--- config.mk ---
export PLATFORM = sky130hd
export DESIGN_NAME = dvpar_top
export DESIGN_NICKNAME = d
export VERILOG_FILES = /design/src/rtl/dvpar_pkg.sv /design/src/rtl/dvpar_rst_sync.sv /design/src/rtl/dvpar_next.sv /design/src/rtl/dvpar_codec.sv /design/src/rtl/dvpar_state_reg.sv /design/src/rtl/dvpar_top.sv
export SDC_FILE = /design/constraint.sdc
export NUM_CORES = 1
export LEC_CHECK = 0
export BUFFER_PORTS_ARGS = -buffer_cell sky130_fd_sc_hd__buf_2
export CAP_MARGIN = 40
export CELL_PAD_IN_SITES_DETAIL_PLACEMENT = 1
export CELL_PAD_IN_SITES_GLOBAL_PLACEMENT = 1
export CORE_AREA = 2 2 39 41
export CTS_CLUSTER_DIAMETER = 40
export CTS_CLUSTER_SIZE = 10
export DETAILED_ROUTE_END_ITERATION = 12
export DIE_AREA = 0 0 41 43
export HOLD_SLACK_MARGIN = 0.1
export MAX_ROUTING_LAYER = met4
export PLACE_DENSITY = 0.3
export REMOVE_ABC_BUFFERS = 1
export SYNTH_ARGS = -nofsm -noshare
export SYNTH_HDL_FRONTEND = slang
export SYNTH_SLANG_ARGS = --single-unit
--- constraint.sdc ---
create_clock -name clk -period 0.8 [get_ports clk]
set_input_delay 0.04 -clock clk [delete_from_list [all_inputs] [get_ports clk]]
set_output_delay 0.04 -clock clk [all_outputs]
set_load 0.01 [all_outputs]
--- src/rtl/dvpar_pkg.sv ---
package dvpar_pkg;

  // Abstract machine state, independent of the stored encoding
  typedef enum logic [1:0] {
    PS_IDLE_EVEN,
    PS_IDLE_ODD,
    PS_RUN_EVEN,
    PS_RUN_ODD
  } pstate_e;

  // Encoding choices for the state register
  typedef enum logic [1:0] {
    ENC_BINARY,
    ENC_GRAY,
    ENC_ONEHOT
  } enc_e;

  function automatic int unsigned code_width(enc_e e);
    return (e == ENC_ONEHOT) ? 4 : 2;
  endfunction

  // Code of the power-up state in a 4-bit container
  function automatic logic [3:0] idle_even_code(enc_e e);
    return (e == ENC_ONEHOT) ? 4'b0001 : 4'b0000;
  endfunction

  function automatic pstate_e ps_make(logic run, logic odd);
    pstate_e s;
    case ({run, odd})
      2'b00:   s = PS_IDLE_EVEN;
      2'b01:   s = PS_IDLE_ODD;
      2'b10:   s = PS_RUN_EVEN;
      default: s = PS_RUN_ODD;
    endcase
    return s;
  endfunction

  function automatic logic ps_is_run(pstate_e s);
    return (s == PS_RUN_EVEN) || (s == PS_RUN_ODD);
  endfunction

  function automatic logic ps_is_odd(pstate_e s);
    return (s == PS_IDLE_ODD) || (s == PS_RUN_ODD);
  endfunction

endpackage

--- src/rtl/dvpar_rst_sync.sv ---
module dvpar_rst_sync #(
  parameter int unsigned STAGES = 2
) (
  input  logic clk,
  input  logic arst_n,
  output logic rst_n_sync
);

  logic [STAGES-1:0] sync_q;

  always_ff @(posedge clk or negedge arst_n) begin
    if (!arst_n) begin
      sync_q <= '0;
    end else begin
      sync_q <= {sync_q[STAGES-2:0], 1'b1};
    end
  end

  assign rst_n_sync = sync_q[STAGES-1];

endmodule

--- src/rtl/dvpar_next.sv ---
module dvpar_next
  import dvpar_pkg::*;
(
  input  pstate_e cur_st,
  input  logic    vld,
  input  logic    dbit,
  output pstate_e nxt_st,
  output logic    upd_en
);

  logic cur_run;
  logic cur_odd;

  always_comb begin
    cur_run = ps_is_run(cur_st);
    cur_odd = ps_is_odd(cur_st);
    // Clock enable: idle with no strobe leaves the register untouched
    upd_en  = vld | cur_run;
    if (!vld) begin
      nxt_st = ps_make(1'b0, cur_odd);
    end else if (!cur_run) begin
      nxt_st = ps_make(1'b1, dbit);
    end else begin
      nxt_st = ps_make(1'b1, cur_odd ^ dbit);
    end
  end

endmodule

--- src/rtl/dvpar_codec.sv ---
module dvpar_codec
  import dvpar_pkg::*;
#(
  parameter enc_e        ENC = ENC_GRAY,
  parameter int unsigned CW  = code_width(ENC)
) (
  input  pstate_e       st_in,
  output logic [CW-1:0] code_out,
  input  logic [CW-1:0] code_in,
  output pstate_e       st_out,
  output logic          legal
);

  generate
    if (ENC == ENC_ONEHOT) begin : g_onehot
      always_comb begin
        case (st_in)
          PS_IDLE_EVEN: code_out = 4'b0001;
          PS_IDLE_ODD:  code_out = 4'b0010;
          PS_RUN_EVEN:  code_out = 4'b0100;
          default:      code_out = 4'b1000;
        endcase
      end
      always_comb begin
        legal = 1'b1;
        case (code_in)
          4'b0001: st_out = PS_IDLE_EVEN;
          4'b0010: st_out = PS_IDLE_ODD;
          4'b0100: st_out = PS_RUN_EVEN;
          4'b1000: st_out = PS_RUN_ODD;
          default: begin
            st_out = PS_IDLE_EVEN;
            legal  = 1'b0;
          end
        endcase
      end
    end else if (ENC == ENC_GRAY) begin : g_gray
      // Ring order idle_even -> run_even -> run_odd -> idle_odd
      always_comb begin
        case (st_in)
          PS_IDLE_EVEN: code_out = 2'b00;
          PS_RUN_EVEN:  code_out = 2'b01;
          PS_RUN_ODD:   code_out = 2'b11;
          default:      code_out = 2'b10;
        endcase
      end
      always_comb begin
        legal = 1'b1;
        case (code_in)
          2'b00:   st_out = PS_IDLE_EVEN;
          2'b01:   st_out = PS_RUN_EVEN;
          2'b11:   st_out = PS_RUN_ODD;
          default: st_out = PS_IDLE_ODD;
        endcase
      end
    end else begin : g_binary
      always_comb begin
        code_out = st_in;
        legal    = 1'b1;
        st_out   = pstate_e'(code_in);
      end
    end
  endgenerate

endmodule

--- src/rtl/dvpar_state_reg.sv ---
module dvpar_state_reg #(
  parameter int unsigned     CW       = 2,
  parameter logic [CW-1:0]   RST_CODE = '0
) (
  input  logic          clk,
  input  logic          rst_n,
  input  logic          en,
  input  logic [CW-1:0] d,
  output logic [CW-1:0] q
);

  always_ff @(posedge clk or negedge rst_n) begin
    if (!rst_n) begin
      q <= RST_CODE;
    end else if (en) begin
      q <= d;
    end
  end

endmodule

--- src/rtl/dvpar_top.sv ---
module dvpar_top
  import dvpar_pkg::*;
#(
  parameter enc_e        ENC         = ENC_GRAY,
  parameter int unsigned SYNC_STAGES = 2
) (
  input  logic clk,
  input  logic rst_n,
  input  logic frame_vld,
  input  logic ser_bit,
  output logic par_odd
);

  localparam int unsigned   CW       = code_width(ENC);
  localparam logic [3:0]    RST_FULL = idle_even_code(ENC);
  localparam logic [CW-1:0] RST_CODE = RST_FULL[CW-1:0];

  logic          rst_sync_n;
  logic [CW-1:0] code_q;
  logic [CW-1:0] code_d;
  pstate_e       cur_st;
  pstate_e       nxt_st;
  logic          upd_en;
  logic          code_legal;
  logic          running;

  dvpar_rst_sync #(.STAGES(SYNC_STAGES)) u_rst (
    .clk        (clk),
    .arst_n     (rst_n),
    .rst_n_sync (rst_sync_n)
  );

  dvpar_codec #(.ENC(ENC), .CW(CW)) u_codec (
    .st_in    (nxt_st),
    .code_out (code_d),
    .code_in  (code_q),
    .st_out   (cur_st),
    .legal    (code_legal)
  );

  dvpar_next u_next (
    .cur_st (cur_st),
    .vld    (frame_vld),
    .dbit   (ser_bit),
    .nxt_st (nxt_st),
    .upd_en (upd_en)
  );

  dvpar_state_reg #(.CW(CW), .RST_CODE(RST_CODE)) u_reg (
    .clk   (clk),
    .rst_n (rst_sync_n),
    .en    (upd_en),
    .d     (code_d),
    .q     (code_q)
  );

  // Moore outputs: decoded from the registered state only
  assign par_odd = ps_is_odd(cur_st);
  assign running = ps_is_run(cur_st);

endmodule

# ---- Yosys cells after proc, flatten, opt, wreduce, memory -nomap -nowiden
# Cells that the tools add are included.
# W data, S select, Z words.
dict set report totals {
  ff_bits 4
  mem_bits_rw 0
  romBits 0
  input_bits 4
  word_cells 23
  mem_count 0
  out_inout_bits 1
  latchBits 0
}
dict set report classes {
  n_reduce_logical 4
  n_addsub 0
  n_mux 7
  bitwise_logic 3
  magnitude_cmp 0
  div 0
  multipliers 0
  n_eq_ne 7
  shifts 0
}
# op n
set op_table {}
lappend op_table {{$pmux W2 S3} 2}
lappend op_table {{$eq A2 B2 Y1 const B} 5}
lappend op_table {{$eq A2 B1 Y1 const B} 2}
lappend op_table {{$logic_not A2 Y1} 2}
lappend op_table {{$mux W2} 2}
lappend op_table {{$pmux W2 S2} 1}
lappend op_table {{$logic_or A1 B1 Y1} 2}
lappend op_table {{$mux W1} 2}
lappend op_table {{$not A1 Y1} 1}
lappend op_table {{$or A1 B1 Y1} 1}
lappend op_table {{$xor A1 B1 Y1} 1}

# ---- Depth between registers and ports, before layout
# Gate-level depths: netlist (run 1).
dict set report logic_depth {
  depth_word 10
  depth_mapped 2
  ltp_nobuf 2
}

# ---- Hierarchy
# From an unflattened synthesis (run 1), not the netlist that was laid out.
dict set report hier_totals {
  cells_unflattened 20
  area_unflattened_um2 203.9
}
# mod cells_per_inst seq_area_each_um2 n_inst area_each_um2
set modules_own_cells {}
lappend modules_own_cells {dvpar_state_reg 4 50.0 1 72.6}
lappend modules_own_cells {dvpar_rst_sync 3 50.0 1 53.8}
lappend modules_own_cells {dvpar_next 6 0.0 1 47.5}
lappend modules_own_cells {dvpar_codec 6 0.0 1 26.3}
lappend modules_own_cells {dvpar_top 1 0.0 1 3.8}

# ---- Least setup slack after synthesis (run 1)
# OpenSTA, ideal clock, no wires.
dict set report synth_path {
  kind {reg2reg}
  startpoint {reg u_reg.q[0]}
  endpoint {reg u_reg.q[1]}
  t_arrival_ns 0.704
  stages_incl_launch_ff 3
  setup_ns 0.094
  required_time_ns 0.706
  setup_slack_ns 0.002
  n_path_buf 0
  synth_period_minus_slack_ns 0.798
  cell_sequence {dfrtp_1 > and4_1 > a211oi_1}
}
dict set report synth_between {
  elab_chain_cells 10
  elab_cells_between_ends 20
  cone_classes {7 x eq/ne; 6 x mux; 3 x bitwise; 4 x reduce/logical}
}
# element line
set synth_lines {}
lappend synth_lines {{start, declared} dvpar_state_reg.sv:9} ;# output logic [CW-1:0] q
lappend synth_lines {{start signal, assigned} dvpar_state_reg.sv:14} ;# q <= RST_CODE;
lappend synth_lines {{start signal, assigned} dvpar_state_reg.sv:16} ;# q <= d;
lappend synth_lines {{$eq A2 B2 Y1 (tied with other cells)} dvpar_codec.sv:49} ;# case (code_in)
lappend synth_lines {{$pmux W2 S3 *} dvpar_codec.sv:49}
lappend synth_lines {{$eq A2 B1 Y1 / $eq A2 B2 Y1 (equally long branches)} {dvpar_pkg.sv:43, dvpar_pkg.sv:39}}
lappend synth_lines {{$logic_or A1 B1 Y1} dvpar_pkg.sv:43} ;# return (s == PS_IDLE_ODD) || (s == PS_RUN_ODD);
lappend synth_lines {{$xor A1 B1 Y1} dvpar_next.sv:24} ;# nxt_st = ps_make(1'b1, cur_odd ^ dbit);
lappend synth_lines {{$mux W1} dvpar_pkg.sv:29} ;# case ({run, odd})
lappend synth_lines {{$mux W2} dvpar_next.sv:21} ;# end else if (!cur_run) begin
lappend synth_lines {{$mux W2} dvpar_next.sv:19} ;# if (!vld) begin
lappend synth_lines {{$eq A2 B2 Y1 / $logic_not A2 Y1 (equally long branches)} dvpar_codec.sv:40} ;# case (st_in)
lappend synth_lines {{$pmux W2 S3} dvpar_codec.sv:40}
# Mark *: on every way between the ends. The rest lies on a longest branch, timed or not. The select of a mux whose other input is x is not followed.
# A chain may end at the register's enable or synchronous reset.

# ---- Worst setup path after layout (run 1)
# Same ends and word-level chain as after synthesis.

==> results of run 1 <==
-- registers in the layout, indices dropped and copies added (netlist names) --
signal	cells
u_rst.sync_q	2
u_reg.q	2
-- metal layers --
layer  track usage, %  share of wire [%]  vias to the layer above
met5                -                  0                        -
met4            4.000                  0                        0
met3            6.283                 13                        0
met2            4.688                 47                        7
met1            5.246                 40                       53
li1                 -                  -                       51
-- how the worst max path moves through the flow --
| stage | endpoint | slack (ns) | depth (start not counted) |
|---|---|---|---|
| after floorplan | u_reg.q[1]$_DFFE_PN0P_ | -0.05 | 2 |
| after global placement | u_reg.q[1]$_DFFE_PN0P_ | -0.07 | 2 |
| after detailed placement | u_reg.q[1]$_DFFE_PN0P_ | -0.08 | 2 |
| after CTS | par_odd | -0.009 | 1 |
| after global routing | u_reg.q[1]$_DFFE_PN0P_ | -0.05 | 2 |
| final | u_reg.q[1]$_DFFE_PN0P_ | -0.008 | 2 |
-- cell type report --
class / count / share of cell area [%]
Timing Repair Buffer: 7 / 22.10
Multi-Input combinational cell: 5 / 14.92
Sequential cell: 4 / 44.20
Tap cell: 16 / 8.840
Clock buffer: 3 / 9.945
-- through the flow --
step	instances	setup WS (ns)	setup TNS [ns]
floorplan	9	-0.05019	-0.05019
global placement	29	-0.07407	-0.07407
detailed placement	29	-0.08483	-0.08483
CTS	35	-0.008888	-0.008888
global route	35	-0.04990	-0.09112
finish	35	-0.008068	-0.008068
-- worst max-delay path, delay by kind of cell (launching register included) --
kind               cells  cell delay, ns
AOI/OAI and AO/OA      1            0.15
DFF                    1            0.37
and+or+nand+nor        1            0.20
-- logic make-up after synthesis --
group           count (synthesis)
simple gates                    2
buf+inv                         2
flops                           4
compound gates                  2
other cells                     1
-- what timing repair did --
action | 4_1_cts | 5_1_grt
hold buffers | 3 | 0
endpoints found under the hold margin | 6 | 0
resized for setup | 1 | 0
pin swaps | 2 | 0
setup endpoints to repair | 2 | 2
-- synth_stat cells --
cell type	count	area, sq um
conb_1	1	3.750
and4_1	1	8.760
a21oi_1	1	5.000
dfrtp_1	4	100.1
clkbuf_1	2	7.510
nor2_1	1	3.750
a211oi_1	1	7.510
-- power by group --
group	switching (mW)	leakage (nW)	internal [mW]
combinational	0.0269	0.0406	0.0306
clock	0.0809	0.0138	0.168
sequential	0.00805	0.0465	0.220
==> results.yml, run 1 <==
critical_path:
  r2r_start: "u_reg.q[0]$_DFFE_PN0P_"
  reg2reg_slack_ns: -0.008
  worst_path_max_delay_cell: "dfrtp_1"
  startpoint: "u_reg.q[0]$_DFFE_PN0P_"
  max_stage_delay_ns: 0.37
  crit_type: "flip-flop to flip-flop"
  r2r_cells: 2
  crit_chain: "and4_1 > a211oi_2"
  arrival_ns: 0.95
  crit_fanout: 2
  endpoint_kind: "flip-flop"
  start_kind: "flip-flop"
  cp_data_required_time_ns: 0.94
  r2r_end: "u_reg.q[1]$_DFFE_PN0P_"
grt:
  gr-total-overflow: 0
  grt_use_total_pct: 5.072
  grt_pass1_vias: 115
  grt_start_max_net_pins: 4
  grt_pass1_wl_um: 483
  grt_antenna_before_repair: 0
clocking:
  cts_max_path_buffers: 2
  cts_setup_buffers: 0
  clk_latency_ns: 0.23
  root_buffer: "clkbuf_4"
  cts_sinks: 4
  clkTransAtPathRegs_ns: 0.04
  cts_buffers: 3
  cts_tree: "done"
  cts_max_level: 1
job:
  drv_cap: 0
sta:
  grt_setup_unrepaired: "true"
  setup_viol: 1
  final.period_utilization_pct: 101.0
  drv_slew: 0
  skew_ns: 0.0002994
  setup_slack_ns: -0.008068
  timing.hold.ws_ns: 0.1149
  hold_viol_final: 0
  fmax_mhz: 1238
  finalCriticalPeriod_ns: 0.8081
logic_synthesis:
  synth.mux.area_fraction_pct: 0
  synth-xor-area-share_pct: 0
  synth-seq-cells: 4
  avgSynthCellArea_sq_um: 12.40
  synth_compound_area_share_pct: 9.174
  ys_warn_count: 0
  synth-seq-area-share_pct: 73.39
  synth_top_family_by_area: "compound AO/OA/AOI/OAI gates"
  synth-simple-area-share_pct: 9.174
  syn_area_sq_um: 136.4
  synth_cell_types: 7
  syn_inst: 11
  synth_fa_ha_area_share_pct: 0
routing:
  firstDrtPassIters: 1
  drc: 0
  ant_nets: 0
  drtIter0Drc: 0
  via_per_inst: 3.171
  wl_um: 290
  wl_per_cell_um: 8.286
  vias: 111
final_layout:
  multi_input_area_sq_um: 33.78
  mostFrequentLayoutCells: "4 x buf_2, 4 x dfrtp_1, 3 x clkbuf_4, 3 x dlygate4sd3_1"
  final_area_sq_um: 226.5
  regArea_sq_um: 100.1
  synthToLayoutAreaGrowth_pct: 66.05
  post-route-util_pct: 16.37
  n_antenna_cell: 0
  drive_above_1_share_pct: 42.11
  fin_nets: 25
  fill_cells: 163
die:
  start_util_pct: 9.855
  die_w_um: 41
  fp.coreArea_sq_mm: 0.001384
  fp.dieH_um: 43
  ios: 5
  die_area_sq_mm: 0.001763
  rows: 14
power:
  p_per_area_mw_per_mm2: 2356
  report.power.total_mw: 0.5337
  leakage_nw: 0.1009
  ir_worst_vdd_mv: 0.5419
status:
  status: "complete, but fails checks"
  violations: "setup timing"
place:
  post-dp-hpwl_um: 164.3
  gp_congestion: 0.4954
  dpl-instance-area_sq_um: 168.9
  portBuffers: 4
min_path:
  hold_class: "input port to asynchronous set/reset pin"
Power figures use the tool's default switching activity.
==> inputs of run 2 (changes only) <==
--- a/config.mk
+++ b/config.mk
@@ -16,7 +16,7 @@
 export DIE_AREA = 0 0 41 43
 export HOLD_SLACK_MARGIN = 0.1
 export MAX_ROUTING_LAYER = met4
-export PLACE_DENSITY = 0.3
+export PLACE_DENSITY_LB_ADDON = 0.1
 export REMOVE_ABC_BUFFERS = 1
 export SYNTH_ARGS = -nofsm -noshare
 export SYNTH_HDL_FRONTEND = slang
==> results.yml, run 2 (synthesis gave the netlist of run 1 again) <==
power:
  seqPwrFrac_pct: 40.7
  power.switching_mw: 0.1151
  internal_power_mw: 0.4423
  combPwrFrac_pct: 15.5
  clkPwrFrac_pct: 43.8
  ir_worst_vdd_mv: 0.5638
  leakage_nw: 0.1092
  p_per_area_mw_per_mm2: 2284
  netSwitchingFraction_pct: 20.65
die:
  die_w_um: 41
  fp.coreArea_sq_mm: 0.001384
  fp.dieH_um: 43
  die_area_sq_mm: 0.001763
  rows: 14
  ios: 5
  start_util_pct: 9.855
clocking:
  cts_max_path_buffers: 2
  clkTransAtPathRegs_ns: 0.04
  cts_setup_buffers: 0
  cts_max_level: 1
  cts_sinks: 4
  clk_latency_ns: 0.23
  root_buffer: "clkbuf_4"
  cts_tree: "done"
  cts_buffers: 3
job:
  drv_cap: 0
critical_path:
  r2r_start: "u_reg.q[1]$_DFFE_PN0P_"
  start_kind: "flip-flop"
  endpoint_kind: "output pin"
  cp_data_required_time_ns: 0.76
  startpoint: "u_reg.q[1]$_DFFE_PN0P_"
  crit_type: "flip-flop to output pin"
  crit_fanout: 2
  arrival_ns: 0.83
routing:
  drc: 0
  drtIter0Drc: 1
  wl_um: 277
  firstDrtPassIters: 2
  via_per_inst: 3.111
  wl_per_cell_um: 7.694
  vias: 112
  ant_nets: 0
grt:
  grt_start_max_net_pins: 4
  grt_pass1_vias: 121
  grt_use_total_pct: 4.959
  gr-total-overflow: 0
  grt_pass1_wl_um: 517
  grt_antenna_before_repair: 0
status:
  status: "complete, but fails checks"
  violations: "setup timing"
sta:
  hold_viol_final: 0
  skew_ns: 0.0006086
  finalCriticalPeriod_ns: 0.8719
  fmax_mhz: 1147
  setup_viol: 2
  grt_setup_unrepaired: "true"
  setup_slack_ns: -0.07189
  final.period_utilization_pct: 109.0
  drv_slew: 0
  fin_setup_tns_ns: -0.08834
min_path:
  hold_class: "input port to asynchronous set/reset pin"
final_layout:
  fin_nets: 26
  final_common_cell: "dfrtp_1"
  synthToLayoutAreaGrowth_pct: 78.90
  drive_above_1_share_pct: 45.00
  reg_top3: "u_reg.q (2), u_rst.sync_q (2)"
  n_antenna_cell: 0
  instances_no_fill: 36
  mostFrequentLayoutCells: "4 x dfrtp_1, 3 x clkbuf_4, 3 x dlygate4sd3_1, 3 x buf_2, 2 x buf_6"
place:
  post-place-cells: 30
  gp_congestion: 0.6104
  portBuffers: 4
[run 2: cell count changes in the layout (fill, tap and decap cells not counted), sizes merged]
cell,change
buf,+1
[run 2: timing repair]
| item | in CTS | in global routing |
|---|---|---|
| pin swaps | 1 | 0 |
| resized for setup | 3 | 0 |
| hold buffers | 3 | 0 |
| endpoints found under the hold margin | 6 | 0 |
| setup endpoints to repair | 2 | 2 |
[run 2: layout make-up]
class,instances,area (sq um)
fillers,167,1140
flip-flops and latches,4,100.1
multi-input cells,5,33.78
well taps,16,20.02
clock buffers,3,22.52
repair buffers,8,67.56
[run 2: critical path, cell delays in order, from the launching register on]
cell and delay (ns):
dfrtp_1 0.38, buf_6 0.12, buf_6 0.11
[run 2: worst paths after layout]
kind | depth (start not counted) | slack (ns) | endpoint
max in group asynchronous | 1 | 0.12 | u_reg.q[1]$_DFFE_PN0P_
setup reg to reg | 3 | -0.02 | u_reg.q[1]$_DFFE_PN0P_
hold reg to reg | 0 | 0.34 | u_rst.sync_q[1]$_DFF_PN0_
min in group clk | 3 | 0.17 | u_reg.q[1]$_DFFE_PN0P_
hold / removal | 2 | 0.12 | u_rst.sync_q[0]$_DFF_PN0_
setup / recovery | 2 | -0.07 | par_odd
[run 2: per-layer routing]
metal / share of wire, % / track usage (%) / vias to the layer above / routed length (um)
met4: 0 / 6.000 / 0 / 0
met3: 5.4 / 3.141 / 0 / 15
met2: 51 / 5.313 / 3 / 140
met5: 0 / - / - / 0
li1: - / - / 53 / -
met1: 44 / 5.212 / 56 / 121
[run 2: metrics by stage]
| step | cell area [sq um] | power, mW | hold WS, ns | utilization (%) | setup WS (ns) |
|---|---|---|---|---|---|
| after floorplan | 128.9 | 0.2450 | -0.2556 | - | -0.05019 |
| after global placement | 176.4 | 0.2830 | -0.1711 | 12.75 | -0.1085 |
| after detailed placement | 176.4 | 0.2823 | -0.1695 | 12.75 | -0.08501 |
| after CTS | 244.0 | 0.5808 | 0.1119 | 17.63 | -0.09045 |
| after global routing | 244.0 | 0.6035 | 0.1154 | 17.63 | -0.09700 |
| final | 244.0 | 0.5574 | 0.1194 | 17.63 | -0.07189 |
[run 2: power by group through the flow]
stage / logic, mW / clock network (mW) / registers [mW]
detailed placement: 0.0525 / 0 / 0.230
global placement: 0.0521 / 0 / 0.231
floorplan: 0.0107 / 0 / 0.234
finish: 0.0866 / 0.244 / 0.227
global route: 0.0958 / 0.280 / 0.228
CTS: 0.0887 / 0.265 / 0.227
==> inputs of run 3 (changes only) <==
--- a/config.mk
+++ b/config.mk
@@ -17,7 +17,9 @@
 export HOLD_SLACK_MARGIN = 0.1
 export MAX_ROUTING_LAYER = met4
 export PLACE_DENSITY_LB_ADDON = 0.1
+export RECOVER_POWER = 50
 export REMOVE_ABC_BUFFERS = 1
 export SYNTH_ARGS = -nofsm -noshare
 export SYNTH_HDL_FRONTEND = slang
 export SYNTH_SLANG_ARGS = --single-unit
+export TNS_END_PERCENT = 30
==> results.yml, run 3 (synthesis gave the netlist of run 1 again) <==
critical_path:
  crit_fanout: 2
  r2r_cells: 3
  start_kind: "flip-flop"
  crit_type: "flip-flop to output pin"
  cp_data_required_time_ns: 0.76
  reg2reg_slack_ns: -0.02
  r2r_end: "u_reg.q[1]$_DFFE_PN0P_"
  arrival_ns: 0.83
  r2r_start: "u_reg.q[1]$_DFFE_PN0P_"
  endpoint_kind: "output pin"
routing:
  ant_nets: 0
  drc: 0
  firstDrtPassIters: 2
  vias: 112
  via_per_inst: 3.111
  wl_um: 275
  wl_per_cell_um: 7.639
  drtIter0Drc: 1
power:
  netSwitchingFraction_pct: 20.67
  leakage_nw: 0.1064
  ir_worst_vdd_mv: 0.5604
  internal_power_mw: 0.4416
  clkPwrFrac_pct: 43.8
  p_per_area_mw_per_mm2: 2293
  combPwrFrac_pct: 15.4
  seqPwrFrac_pct: 40.7
  power.switching_mw: 0.1150
status:
  status: "complete, but fails checks"
  violations: "setup timing"
sta:
  setup_viol: 2
  setup_slack_ns: -0.07188
  final.period_utilization_pct: 109.0
  drv_slew: 0
  hold_viol_final: 0
  fmax_mhz: 1147
  finalCriticalPeriod_ns: 0.8719
  grt_setup_unrepaired: "true"
  skew_ns: 0.0005903
grt:
  grt_antenna_before_repair: 0
  grt_pass1_wl_um: 517
  grt_pass1_vias: 120
  gr-total-overflow: 0
  grt_start_max_net_pins: 4
  grt_use_total_pct: 4.959
place:
  gp_congestion: 0.6104
  portBuffers: 4
  post-place-cells: 30
  place_ws_ns: -0.08501
final_layout:
  n_antenna_cell: 0
  drive_above_1_share_pct: 40.00
  final_common_cell: "dfrtp_1"
  synthToLayoutAreaGrowth_pct: 77.98
  mostFrequentLayoutCells: "4 x dfrtp_1, 3 x clkbuf_4, 3 x dlygate4sd3_1"
  instances_no_fill: 36
  fin_nets: 26
  fill_cells: 168
  reg_top3: "u_reg.q (2), u_rst.sync_q (2)"
job:
  drv_cap: 0
clocking:
  cts_setup_buffers: 0
  cts_max_path_buffers: 2
  cts_max_level: 1
  clkTransAtPathRegs_ns: 0.04
  clk_latency_ns: 0.23
  cts_buffers: 3
  cts_sinks: 4
  root_buffer: "clkbuf_4"
  cts_tree: "done"
die:
  start_util_pct: 9.855
  fp.coreArea_sq_mm: 0.001384
  ios: 5
  die_w_um: 41
  rows: 14
  fp.dieH_um: 43
  die_area_sq_mm: 0.001763
min_path:
  hold_class: "input port to asynchronous set/reset pin"
[run 3: cell count changes in the layout (fill, tap and decap cells not counted), sizes merged]
cell	previous run	this run
buf	5	4
clkbuf	3	4
[run 3: final cells by class]
cell class | instances | area (sq um) | area share [%]
repair buffers | 8 | 66.31 | 27.32
multi-input cells | 5 | 33.78 | 13.92
flip-flops and latches | 4 | 100.1 | 41.24
clock buffers | 3 | 22.52 | 9.278
well taps | 16 | 20.02 | 8.247
[run 3: what timing repair did]
item,in CTS,in global routing
pin swaps,1,0
hold endpoints to repair,6,0
resized for setup,3,0
hold buffers,3,0
setup endpoints to repair,2,2
[run 3: power groups by stage]
stage / Sequential (mW) / Clock, mW / Combinational, mW
floorplan: 0.234 / 0 / 0.0107
global placement: 0.231 / 0 / 0.0521
detailed placement: 0.230 / 0 / 0.0525
CTS: 0.227 / 0.265 / 0.0887
global route: 0.228 / 0.280 / 0.0952
finish: 0.227 / 0.244 / 0.0859
[run 3: routing by layer]
| layer | wire length, um | part of all wire, % | up-vias | track usage, % |
|---|---|---|---|---|
| met5 | 0 | 0 | - | - |
| met1 | 119 | 43 | 56 | 5.212 |
| met2 | 140 | 51 | 3 | 5.313 |
| met3 | 15 | 5.5 | 0 | 3.141 |
| li1 | - | - | 53 | - |
| met4 | 0 | 0 | 0 | 6.000 |
[run 3: worst max path at each step]
stage                              to  depth (start not counted)  slack, ns                    from
4_1_cts                       par_odd                          2      -0.09  u_reg.q[1]$_DFFE_PN0P_
3_5_place_dp   u_reg.q[1]$_DFFE_PN0P_                          2      -0.09  u_reg.q[0]$_DFFE_PN0P_
3_3_place_gp   u_reg.q[1]$_DFFE_PN0P_                          2      -0.11  u_reg.q[0]$_DFFE_PN0P_
6_report                      par_odd                          2      -0.07  u_reg.q[1]$_DFFE_PN0P_
5_1_grt                       par_odd                          2       -0.1  u_reg.q[1]$_DFFE_PN0P_
2_1_floorplan  u_reg.q[1]$_DFFE_PN0P_                          2      -0.05  u_reg.q[1]$_DFFE_PN0P_
[run 3: stage by stage]
| step | cell area (sq um) | power (mW) | hold WS (ns) | util [%] | setup TNS (ns) |
|---|---|---|---|---|---|
| floorplan | 128.9 | 0.2450 | -0.2556 | - | -0.05019 |
| global placement | 176.4 | 0.2830 | -0.1711 | 12.75 | -0.1085 |
| detailed placement | 176.4 | 0.2823 | -0.1695 | 12.75 | -0.08501 |
| CTS | 244.0 | 0.5808 | 0.1119 | 17.63 | -0.1242 |
| global route | 242.7 | 0.6029 | 0.1292 | 17.54 | -0.1611 |
| finish | 242.7 | 0.5567 | 0.1234 | 17.54 | -0.08834 |
[run 3: critical path, cell delays in order, from the launching register on]
cell and delay (ns):
dfrtp_1 0.38, buf_6 0.12, buf_6 0.11
